**src/rtl/thermo_pkg.sv**
```systemverilog
package thermo_pkg;
  // Largest value one operand can hold, doubled, gives the number of output bits.
  function automatic int therm_width(input int opw);
    return 2 * ((1 << opw) - 1);
  endfunction

  function automatic int sum_width(input int opw);
    return $clog2(therm_width(opw) + 1);
  endfunction
endpackage

```
**src/rtl/wsum_calc.sv**
```systemverilog
module wsum_calc #(
  parameter int OPW  = 2,
  parameter int SUMW = 3
) (
  input  logic [OPW-1:0]  opa,
  input  logic [OPW-1:0]  opb,
  output logic [SUMW-1:0] total
);
  // Binary positions already carry weights 1, 2, ...; a plain add combines them.
  assign total = SUMW'(opa) + SUMW'(opb);
endmodule

```
**src/rtl/thermo_expand.sv**
```systemverilog
module thermo_expand #(
  parameter int SUMW = 3,
  parameter int OUTW = 6
) (
  input  logic [SUMW-1:0] total,
  output logic [OUTW-1:0] code
);
  for (genvar k = 0; k < OUTW; k++) begin : g_level
    assign code[k] = (total > SUMW'(k));
  end
endmodule

```
**src/rtl/wbin_therm_adder.sv**
```systemverilog
module wbin_therm_adder #(
  parameter int OPW = 2,
  localparam int OUTW = thermo_pkg::therm_width(OPW),
  localparam int SUMW = thermo_pkg::sum_width(OPW)
) (
  input  logic            clk,
  input  logic            rst,
  input  logic [OPW-1:0]  opa,
  input  logic [OPW-1:0]  opb,
  output logic [OUTW-1:0] therm
);
  logic [SUMW-1:0] total;
  logic [OUTW-1:0] code_d;

  wsum_calc #(.OPW(OPW), .SUMW(SUMW)) u_sum (
    .opa(opa), .opb(opb), .total(total)
  );

  thermo_expand #(.SUMW(SUMW), .OUTW(OUTW)) u_exp (
    .total(total), .code(code_d)
  );

  always_ff @(posedge clk) begin
    if (rst) therm <= '0;
    else     therm <= code_d;
  end
endmodule

```
**config.mk**
```make
export PLATFORM = sky130hd
export DESIGN_NAME = wbin_therm_adder
export DESIGN_NICKNAME = d
export VERILOG_FILES = /design/src/rtl/thermo_pkg.sv /design/src/rtl/wsum_calc.sv /design/src/rtl/thermo_expand.sv /design/src/rtl/wbin_therm_adder.sv
export SDC_FILE = /design/constraint.sdc
export NUM_CORES = 1
export LEC_CHECK = 0
export BUFFER_PORTS_ARGS = -buffer_cell sky130_fd_sc_hd__buf_2
export CAP_MARGIN = 10
export CORE_AREA = 2 2 39 41
export DETAILED_ROUTE_END_ITERATION = 7
export DIE_AREA = 0 0 41 43
export REMOVE_ABC_BUFFERS = 1
export SKIP_LAST_GASP = 1
export SLEW_MARGIN = 20
export SYNTH_ARGS = -nofsm -noshare
export SYNTH_HDL_FRONTEND = slang
export SYNTH_SLANG_ARGS = --single-unit
```
**constraint.sdc**
```tcl
create_clock -name clk -period 1.65 [get_ports clk]
set_input_delay 0.2475 -clock clk [delete_from_list [all_inputs] [get_ports clk]]
set_output_delay 0.2475 -clock clk [all_outputs]
set_load 0.02 [all_outputs]
```
# Yosys cells after proc, flatten, opt, wreduce, memory -nomap -nowiden
# Index checks and enable logic that the tools add are counted.
# W data, S select, Z words.
# word_totals
register_bits	6
latch_bits	0
ram_bits	0
romBits	0
out_inout_bits	6
word_cells	8
mem_count	0
# classes
addsub	1
multipliers	0
div_mod_pow	0
magnitude_cmp	6
eq_ne	0
shift	0
n_mux	0
bitwise_logic	0
n_reduce_logical	0
# ops
operator	count
$gt A3 B1 Y1 const B	2
$gt A3 B2 Y1 const B	2
$gt A3 B3 Y1 const B	2
$add A2 B2 Y3	1

# Logic depth before layout (Yosys ltp)
# depth
depth_word	2
mapped_depth	5

# Hierarchy
# Synthesis repeated with hierarchy kept, for this count alone.
# unflattened
cells_unflattened	25
hier_area_um2	249.0
# by_module_without_submodules
module	instances	cells_per_inst	area_each_um2	seq_area_each_um2
wbin_therm_adder	1	12	157.7	120.1
wsum_calc	1	7	51.3	0.0
thermo_expand	1	6	40.0	0.0

# Worst setup path after synthesis
# Ideal clock, no wire load.
# synth_timing
path_kind	input-to-reg
from	in opa[0]
to	reg therm[2]
setup_ns	0.066
arrival_time_ns	1.196
setup_slack_ns	0.388
cell_stages	5
n_path_buf	0
cell_sequence	ha_1 inv_1 fa_1 nand2b_1 a21oi_2
# synth_between
elab_chain_cells	2
# synth_lines
item	line_no	rtl
start: declaration	wbin_therm_adder.sv:8	input logic [OPW-1:0] opa,
$add A2 B2 Y3	wsum_calc.sv:10	assign total = SUMW'(opa) + SUMW'(opb);
$gt A3 B2 Y1	thermo_expand.sv:9	assign code[k] = (total > SUMW'(k));
end signal: assignment	wbin_therm_adder.sv:25	else therm <= code_d;
end: declaration	wbin_therm_adder.sv:10	output logic [OUTW-1:0] therm
# No other way between the ends.
# A chain may end at the register's enable or synchronous reset.

# Worst setup path in the final report
# Same ends and word-level chain as after synthesis.

==> summary.md <==
| Metric | Value |
|---|---|
| Setup CP Type | `in2reg` |
| Max Fclk | `approximately 0.85 GHz` |
| Final Max Tran Viols | `0` |
| Number of synthesized register bits | `6` |
| Die area | `between 1500 and 2000 um^2` |
| YS warnings | `0` |
| Setup crit end kind | `register` |
| Final Critical Period | `between 1 and 1.5 ns` |
| Final WS setup | `0.474 ns` |
| Final wirelength | `~370 um` |
| PD cells | `1140 nW/um^2` |
| Worst setup path endpoint | `therm[2]$_SDFF_PP0_` |
| First-pass GRT wire length | `approximately 480 um` |
| DIE HEIGHT | `~43 um` |
| Required @ worst endpoint | `roughly 1.8 ns` |
| Sequential element share of the synthesized area | `approximately 55%` |
| Die width | `41 um` |
| Max reg flops | `6` |
| Hold Crit Class | `in2reg` |
| Post_cts resized | `0` |
| Rows | `14` |
| Critical path launch point type | `input port` |
| CP startpoint | `opa[0]` |
| CTS Root Cell | `clkbuf_4` |
| Top_reg_cell synth | `dfxtp_1` |
| Vias | `around 160` |
| Antenna violations before repair | `0` |
| Largest regs | `therm x6` |
| Post-synth top area share | `between 50 and 60%` |
| Setup WS pre-CTS | `approximately 0.23 ns` |
| GR Overflow Total | `0` |
| Max_slew headroom | `84.6%` |
| Met1 wire length | `153 um` |
| Cell taking the most area after synthesis | `dfxtp_1` |
| Commonest cells post-synth | `dfxtp_1 (6), inv_1 (3), a21oi_1 (2), nor3_1 (2)` |
| DR iter-0 viols | `0` |
| Post-route design area | `314 um^2` |
| Final period util | `a little under three quarters` |
| Clock sink count | `6` |
| Pin count of the biggest net entering global routing | `7` |
| Wire length on met2 | `around 150 um` |
| # DRC | `0` |
| Async S/R FF share, synth | `0%` |
| Number of max-cap violations | `0` |
| Total power | `around 0.36 mW` |
| Arrival @ worst endpoint | `1.35 ns` |
| Hold Vio Cnt, Final | `0` |
| Setup TNS | `0 ns` |
| Worst Tran Pin Value | `between 0.2 and 0.25 ns` |
| Fin Hold WS | `~0.24 ns` |
| Layout Area Growth over Synthesis | `45.1%` |
| Clock transition at path regs | `0.04 ns` |
| Syn Area/Cell | `around 11 um^2` |
| Cts hold-fix bufs | `0` |
| Largest Register | `therm` |
| H-tree Lvls | `1` |
| Top post-synthesis cells by area | `dfxtp_1 (55%), fa_1 (9.2%), nor2b_4 (6.4%)` |
| Most common cell in the synthesized netlist | `dfxtp_1` |
| Top-level I/O count | `12` |
| Detailed Routing Iterations Pass 1 | `1` |
| Dpl hpwl | `around 290 um` |
| Max rail drop VDD | `a little under 0.2 mV` |
| Synthesized area | `roughly 220 um^2` |
| Initial core utilization | `between 10% and 20%` |
| Final Setup Violations | `0` |
| Leakage | `0.158 nW` |
| Gpl congestion | `roughly 0.66` |
| Gr usage total | `~5.4%` |
| Clock Tree Buf Depth | `2` |
| Status | `complete, no violations` |
| ANT cells | `0` |
| Syn Inst Count | `19` |
| Vias in the first global route | `between 100 and 150` |
| CTS tree | `yes` |
| Post-synth cell types | `10` |
| Nets@finish | `43` |
| Drt wl/cell | `around 7.5 um` |
| Met3 wire length | `44 um` |
| Post-DRT Antenna Nets | `0` |
| DR top layer | `met4` |
| CP max FO | `4` |
| Unrepaired setup endpoints after global routing | `false` |
| Postcts setup bufs | `0` |
| CTS buffer count | `3` |
| CORE AREA | `1380 um^2` |
| PortBufs | `11` |
| Layout cells sized above 1 | `around 48%` |
| Via/cell ratio | `between 3 and 4` |
| Dpl cell area | `just under 300 um^2` |
| Post-synth EDFFs | `0` |
-- report_power, final --
group          internal, mW  switching [mW]  leakage, nW
clock                0.0819          0.0474       0.0138
combinational        0.0297          0.0394       0.0944
sequential            0.158         0.00210       0.0499
-- logic make-up (layout without fill, tap and decap cells) --
kind of cell	count (synthesis)	in the layout	share of synthesized area [%]
AO/OA/AOI/OAI	3	3	8.67
adder cells (fa/ha/maj)	2	2	15.0
buffers and inverters	3	17	5.20
flip-flops	6	6	55.5
AND/OR/NAND/NOR	5	5	15.6
-- cell type report --
class                      count  area, um^2
clock buffer                   3        22.5
inverter                       3        11.3
sequential                     6         120
timing repair buffer          11        55.1
multi-input combinational     10        85.1
fill                         153        1070
tap                           16        20.0
-- placed cells by master, fill, tap and decap left out, types with 2 or more instances in the layout --
master,count
dfxtp_1,6
nor3_1,2
inv_1,3
a21oi_1,2
clkbuf_4,3
buf_2,11
-- metal layers --
layer / GRT usage, % / up-vias
met1: 3.88 / 58
met3: 1.57 / 2
li1: - / 90
met2: 5.63 / 11
met5: 0 / -
met4: 14.0 / 0
-- through the flow --
step	util, %	instances
after floorplan	-	19
after global placement	21.1	46
after detailed placement	21.1	46
after CTS	22.7	49
after global routing	22.7	49
final	22.7	49
-- worst min-delay path by stage --
stage / start / endpoint / slack, ns / cells past startpoint
2_1_floorplan: rst / therm[2]$_SDFF_PP0_ / 0.31 / 1
3_3_place_gp: rst / therm[2]$_SDFF_PP0_ / 0.48 / 2
3_5_place_dp: rst / therm[2]$_SDFF_PP0_ / 0.49 / 2
4_1_cts: rst / therm[2]$_SDFF_PP0_ / 0.23 / 2
5_1_grt: rst / therm[2]$_SDFF_PP0_ / 0.25 / 2
6_report: rst / therm[2]$_SDFF_PP0_ / 0.24 / 2
-- critical path, stage by stage --
cell and delay, ns:
buf_2 0.10, ha_1 0.18, inv_1 0.06, fa_1 0.46, nand2b_1 0.18, a21oi_2 0.12
No activity file was read; power rests on OpenSTA's default activity.
